## config.mk

```make
export PLATFORM = sky130hd
export DESIGN_NAME = mains_sync_averager
export DESIGN_NICKNAME = d
export VERILOG_FILES = /design/src/rtl/msa_pkg.sv /design/src/rtl/msa_rst_sync.sv /design/src/rtl/msa_strobe_gen.sv /design/src/rtl/msa_chan_acc.sv /design/src/rtl/msa_out_stage.sv /design/src/rtl/mains_sync_averager.sv
export SDC_FILE = /design/constraint.sdc
export NUM_CORES = 1
export LEC_CHECK = 0
export BUFFER_PORTS_ARGS = -buffer_cell sky130_fd_sc_hd__buf_2
export CORE_MARGIN = 2
export CORE_UTILIZATION = 43
export CTS_BUF_LIST = sky130_fd_sc_hd__clkbuf_16
export DETAILED_ROUTE_END_ITERATION = 6
export GPL_TIMING_DRIVEN = 0
export PLACE_DENSITY_LB_ADDON = 0.12
export SETUP_SLACK_MARGIN = 0.2
export SYNTH_ARGS = -nofsm -noshare
export SYNTH_HDL_FRONTEND = slang
export SYNTH_HIERARCHICAL = 1
export SYNTH_SLANG_ARGS = --single-unit
```

## constraint.sdc

```tcl
create_clock -name clk -period 11.9 [get_ports clk]
set_input_delay 1.19 -clock clk [delete_from_list [all_inputs] [get_ports clk]]
set_output_delay 1.19 -clock clk [all_outputs]
set_load 0.05 [all_outputs]
```

## src/rtl/msa_pkg.sv

```systemverilog
package msa_pkg;

  typedef enum logic {
    MAINS_60 = 1'b0,
    MAINS_50 = 1'b1
  } mains_e;

  // clock cycles between sample strobes for a given line frequency
  function automatic int strobe_div(input int ref_hz, input int line_hz, input int grp);
    return ref_hz / (line_hz * grp);
  endfunction

endpackage

```

## src/rtl/msa_rst_sync.sv

```systemverilog
module msa_rst_sync (
  input  logic clk,
  input  logic rst_n,
  output logic rst_n_s
);
  logic q1, q2;

  always_ff @(posedge clk or negedge rst_n) begin
    if (!rst_n) begin
      q1 <= 1'b0;
      q2 <= 1'b0;
    end else begin
      q1 <= 1'b1;
      q2 <= q1;
    end
  end

  assign rst_n_s = q2;
endmodule

```

## src/rtl/msa_strobe_gen.sv

```systemverilog
module msa_strobe_gen #(
  parameter int DIV_A = 10,
  parameter int DIV_B = 12,
  parameter int CNTW  = 4
) (
  input  logic clk,
  input  logic rst_n,
  input  logic sel_b,
  input  logic restart,
  output logic strobe
);
  logic [CNTW-1:0] cnt_q, cnt_d, lim;

  assign lim = sel_b ? CNTW'(DIV_B - 1) : CNTW'(DIV_A - 1);

  always_comb begin
    if (restart)          cnt_d = '0;
    else if (cnt_q >= lim) cnt_d = '0;
    else                  cnt_d = cnt_q + 1'b1;
  end

  always_ff @(posedge clk or negedge rst_n) begin
    if (!rst_n) cnt_q <= '0;
    else        cnt_q <= cnt_d;
  end

  assign strobe = (cnt_q == lim) && !restart;
endmodule

```

## src/rtl/msa_chan_acc.sv

```systemverilog
module msa_chan_acc #(
  parameter int DW  = 16,
  parameter int AW  = 18,
  parameter int GRP = 4,
  parameter int GW  = 2
) (
  input  logic          clk,
  input  logic          rst_n,
  input  logic          clr,
  input  logic          hit,
  input  logic [DW-1:0] din,
  output logic          done,
  output logic [AW-1:0] sum
);
  logic [AW-1:0] acc_q, acc_d;
  logic [GW-1:0] cnt_q, cnt_d;
  logic          acc_en;

  assign sum  = acc_q + {{(AW-DW){din[DW-1]}}, din};
  assign done = hit && (cnt_q == GW'(GRP - 1));

  assign acc_en = clr || hit;

  always_comb begin
    acc_d = acc_q;
    cnt_d = cnt_q;
    if (clr || done) begin
      acc_d = '0;
      cnt_d = '0;
    end else if (hit) begin
      acc_d = sum;
      cnt_d = cnt_q + 1'b1;
    end
  end

  always_ff @(posedge clk or negedge rst_n) begin
    if (!rst_n) begin
      acc_q <= '0;
      cnt_q <= '0;
    end else if (acc_en) begin
      acc_q <= acc_d;
      cnt_q <= cnt_d;
    end
  end
endmodule

```

## src/rtl/msa_out_stage.sv

```systemverilog
module msa_out_stage #(
  parameter int N_CH  = 8,
  parameter int CW    = 3,
  parameter int DW    = 16,
  parameter int AW    = 18,
  parameter int SHIFT = 2
) (
  input  logic                     clk,
  input  logic                     rst_n,
  input  logic [N_CH-1:0]          done,
  input  logic [N_CH-1:0][AW-1:0]  sums,
  output logic                     avg_valid,
  output logic [CW-1:0]            avg_chan,
  output logic [DW-1:0]            avg_data
);
  logic [AW-1:0]        sel_sum;
  logic signed [AW-1:0] shifted;
  logic [CW-1:0]        sel_chan;
  logic                 any_done;

  always_comb begin
    sel_sum  = '0;
    sel_chan = '0;
    for (int i = 0; i < N_CH; i++) begin
      if (done[i]) begin
        sel_sum  = sums[i];
        sel_chan = CW'(i);
      end
    end
  end

  assign any_done = |done;
  assign shifted  = $signed(sel_sum) >>> SHIFT;

  always_ff @(posedge clk or negedge rst_n) begin
    if (!rst_n) avg_valid <= 1'b0;
    else        avg_valid <= any_done;
  end

  always_ff @(posedge clk or negedge rst_n) begin
    if (!rst_n) begin
      avg_chan <= '0;
      avg_data <= '0;
    end else if (any_done) begin
      avg_chan <= sel_chan;
      avg_data <= shifted[DW-1:0];
    end
  end
endmodule

```

## src/rtl/mains_sync_averager.sv

```systemverilog
module mains_sync_averager #(
  parameter int N_CH   = 8,
  parameter int DW     = 16,
  parameter int GRP    = 4,
  parameter int REF_HZ = 1200000
) (
  input  logic                    clk,
  input  logic                    rst_n,
  input  logic                    mode_sel,
  input  logic                    res_valid,
  input  logic [$clog2(N_CH)-1:0] res_chan,
  input  logic [DW-1:0]           res_data,
  output logic                    smp_strobe,
  output logic                    avg_valid,
  output logic [$clog2(N_CH)-1:0] avg_chan,
  output logic [DW-1:0]           avg_data
);
  import msa_pkg::*;

  localparam int CW    = $clog2(N_CH);
  localparam int SHIFT = $clog2(GRP);
  localparam int GW    = (SHIFT > 0) ? SHIFT : 1;
  localparam int AW    = DW + SHIFT;
  localparam int DIV60 = strobe_div(REF_HZ, 60, GRP);
  localparam int DIV50 = strobe_div(REF_HZ, 50, GRP);
  localparam int DMAX  = (DIV60 > DIV50) ? DIV60 : DIV50;
  localparam int CNTW  = $clog2(DMAX + 1);

  logic   rst_n_s;
  mains_e mode_q;
  logic   mode_chg;
  logic [N_CH-1:0]         hit, done;
  logic [N_CH-1:0][AW-1:0] sums;

  msa_rst_sync u_rst (
    .clk     (clk),
    .rst_n   (rst_n),
    .rst_n_s (rst_n_s)
  );

  always_ff @(posedge clk or negedge rst_n_s) begin
    if (!rst_n_s) mode_q <= MAINS_60;
    else          mode_q <= mains_e'(mode_sel);
  end

  assign mode_chg = (mains_e'(mode_sel) != mode_q);

  msa_strobe_gen #(
    .DIV_A (DIV60),
    .DIV_B (DIV50),
    .CNTW  (CNTW)
  ) u_strobe (
    .clk     (clk),
    .rst_n   (rst_n_s),
    .sel_b   (mode_q == MAINS_50),
    .restart (mode_chg),
    .strobe  (smp_strobe)
  );

  for (genvar g = 0; g < N_CH; g++) begin : g_chan
    assign hit[g] = res_valid && !mode_chg && (res_chan == CW'(g));

    msa_chan_acc #(
      .DW  (DW),
      .AW  (AW),
      .GRP (GRP),
      .GW  (GW)
    ) u_acc (
      .clk   (clk),
      .rst_n (rst_n_s),
      .clr   (mode_chg),
      .hit   (hit[g]),
      .din   (res_data),
      .done  (done[g]),
      .sum   (sums[g])
    );
  end

  msa_out_stage #(
    .N_CH  (N_CH),
    .CW    (CW),
    .DW    (DW),
    .AW    (AW),
    .SHIFT (SHIFT)
  ) u_out (
    .clk       (clk),
    .rst_n     (rst_n_s),
    .done      (done),
    .sums      (sums),
    .avg_valid (avg_valid),
    .avg_chan  (avg_chan),
    .avg_data  (avg_data)
  );
endmodule

```

==> results.cfg <==
[outcome]
status = complete, no violations

[sta]
rsz0062_at_grt = no
setup_viol = 0
layout_min_cycle_time_ns = 4.29
timing.setup.tns_ns = 0
hold-worst-slack_ns = 0.302
slew-limit-headroom_pct = 16.6
max_freq_mhz = 233
skew_ns = 0.0133
slew_viol_final = 0
worst-slew-pin-transition_ns = 1.25
layout_setup_ws_ns = 7.61
finalHoldViolCount = 0
post-route-period-util_pct = 36.0

[floorplanning]
core_area_sq_mm = 0.0356
rows = 69
ios = 44
start_util_pct = 43.7
die_area_sq_mm = 0.0377
fp.dieH_microns = 194
die_w_microns = 194

[final_layout]
synthToLayoutAreaGrowth_pct = 9.47
fin_cells = 2188
design_area_sq_mm = 0.0170
drive_gt1_share_pct = 9.61
diodes = 0
fin_nets = 1896
final_util_pct = 47.8

[detailed_routing]
drc = 0
dr.first_iter.drc_count = 1018
via_count = 13500
wirelength_microns = 49300
vias_per_cell = 6.19
wl_per_cell_microns = 22.5
dr.pass1.iters = 6
ant_nets = 0

[worst_setup_path]
rr_startpoint = mode_q$_DFF_PN0_
cp_data_required_time_ns = 12.28
path_max_fanout = 8
worst_setup_path_end_kind = flip-flop
reg2reg_slack_ns = 8.38
crit_path_cell_trace = buf_2, ha_1, inv_1, fa_1, nor2b_1, o2111ai_1, a21oi_1, nor4_1, nor3_1, xor2_1, nand2_1, o21ai_0, o211ai_1, a21oi_1
slowest_stage = buf_2
cpMostUsedCell = a21oi_1
cp-start-kind = input port
r2r_end = u_out/avg_data[13]$_DFFE_PN0P_
arrival_ns = 4.67
ff2ff_path_depth = 10
crit_type = input port to flip-flop
max_stage_delay_ns = 0.43

[global_route]
grtUsageTotal_pct = 26.4
antenna_found_initial = 0
grt-ovfl-total = 0
grt_pass1_vias = 13200
grt_pass1_wl_microns = 76900
grt_max_degree = 60

[pwr]
power.share.clock_pct = 37.5
power_frac_comb_pct = 18.0
intPower_mw = 1.05
power_mw = 1.55
p_seq_share_pct = 44.5
p_sw_uw = 501
leakagePower_nw = 8.16
peakVddDrop_mv = 0.0918
swShare_pct = 32.4
p_per_area_mw_per_mm2 = 90.9

[clocking]
cts-root-buf = clkbuf_16
post_cts_buffers = 0
numCtsBuffers = 17
worstSkewPairLatency_ns = 0.46
clkSinkCount = 196
cts_tree = yes
cts_resized = 0
cts_hold_buf = 0
cts.clk_slew.worst_paths_ns = 0.07
clk_path_buf_depth = 2
cts_max_level = 4

[place]
placed_cells = 2157
hpwlAfterDp_microns = 36700
placed_cell_area_sq_mm = 0.0165
globalplace.congestion = 0.922
post-place-ws_ns = 7.24
io_buffer_count = 43

[synthesis]
ys_warn_count = 6
postSynthCellCount = 1649
syn-mean-instance-area_sq_um = 9.43
synth_fp_nets = 1830
netlist_area_sq_mm = 0.0155

[run]
drv_cap = 0

[worst_hold_path]
hold_path.class = flip-flop to async pin
-- worst max-delay path: cells and delay by family --
kind                       cells  cell delay (ns)
AOI/OAI and AO/OA              5             1.39
adders and majority gates      2             0.67
and+or+nand+nor                4             0.64
buffers and inverters          2             0.49
xor gates and xnor gates       1             0.28
-- cell usage in the layout, fill, tap and decap left out, types with 22 or more instances in the layout --
cell type  count
nor2_1        59
buf_2         59
xnor2_1       84
o211ai_1      25
o21a_1        23
o21ai_0       63
dfrtp_1      195
xor2_1        51
a31oi_1       22
inv_1         47
ha_1         150
a21o_1        42
nand2_1      135
and2_1        26
clkbuf_1      39
nor2b_1       29
a21oi_1      119
o21ai_1       33
a22o_1       155
-- per-layer routing --
| layer | vias to the layer above | global-route usage (%) | wire [microns] | part of all wire, % |
|---|---|---|---|---|
| li1 | 6434 | - | - | - |
| met1 | 6705 | 35.6 | 22300 | 45 |
| met2 | 331 | 43.2 | 23100 | 47 |
| met3 | 63 | 3.41 | 2350 | 4.8 |
| met4 | 0 | 9.65 | 1550 | 3.1 |
| met5 | - | 0 | 0 | 0 |
-- power groups by stage --
| stage | logic (mW) | clock network [mW] | registers (mW) |
|---|---|---|---|
| final | 0.278 | 0.580 | 0.688 |
| after global routing | 0.305 | 0.621 | 0.690 |
| after CTS | 0.278 | 0.596 | 0.688 |
| after detailed placement | 0.277 | 0 | 0.701 |
| after global placement | 0.257 | 0 | 0.712 |
| after floorplan | 0.173 | 0 | 0.706 |
-- sequential cells by signal, summed over array words and instances (netlist names) --
register,flops
g_chan.u_acc/acc_q,144
g_chan.u_acc/cnt_q,16
u_out/avg_data,16
u_strobe/cnt_q,13
u_out/avg_chan,3
mode_q,1
u_out/avg_valid,1
u_rst/q1,1
u_rst/rst_n_s,1
-- area by class of cell --
| type | count | area [sq um] |
|---|---|---|
| fill | 3440 | 18600 |
| multi-input combinational | 1341 | 10200 |
| sequential | 196 | 4910 |
| tap | 461 | 577 |
| clock buffer | 17 | 425 |
| timing repair buffer | 47 | 318 |
| buffer | 64 | 314 |
| inverter | 48 | 183 |
| clock inverter | 14 | 136 |
-- how the worst max path moves through the flow --
stage | from | end | slack [ns]
CTS | res_data[1] | u_out/avg_data[12]$_DFFE_PN0P_ | 7.71
finish | res_data[0] | u_out/avg_data[12]$_DFFE_PN0P_ | 7.61
floorplan | u_rst/rst_n_s$_DFF_PN0_ | g_chan[0].u_acc/acc_q[0]$_DFFE_PN0P_ | 6.03
detailed placement | res_data[1] | u_out/avg_data[12]$_DFFE_PN0P_ | 7.24
global placement | u_rst/rst_n_s$_DFF_PN0_ | g_chan[3].u_acc/acc_q[16]$_DFFE_PN0P_ | 3.16
global route | res_data[0] | u_out/avg_data[14]$_DFFE_PN0P_ | 7.57
Note: power is estimated with default switching activity, not from simulation.
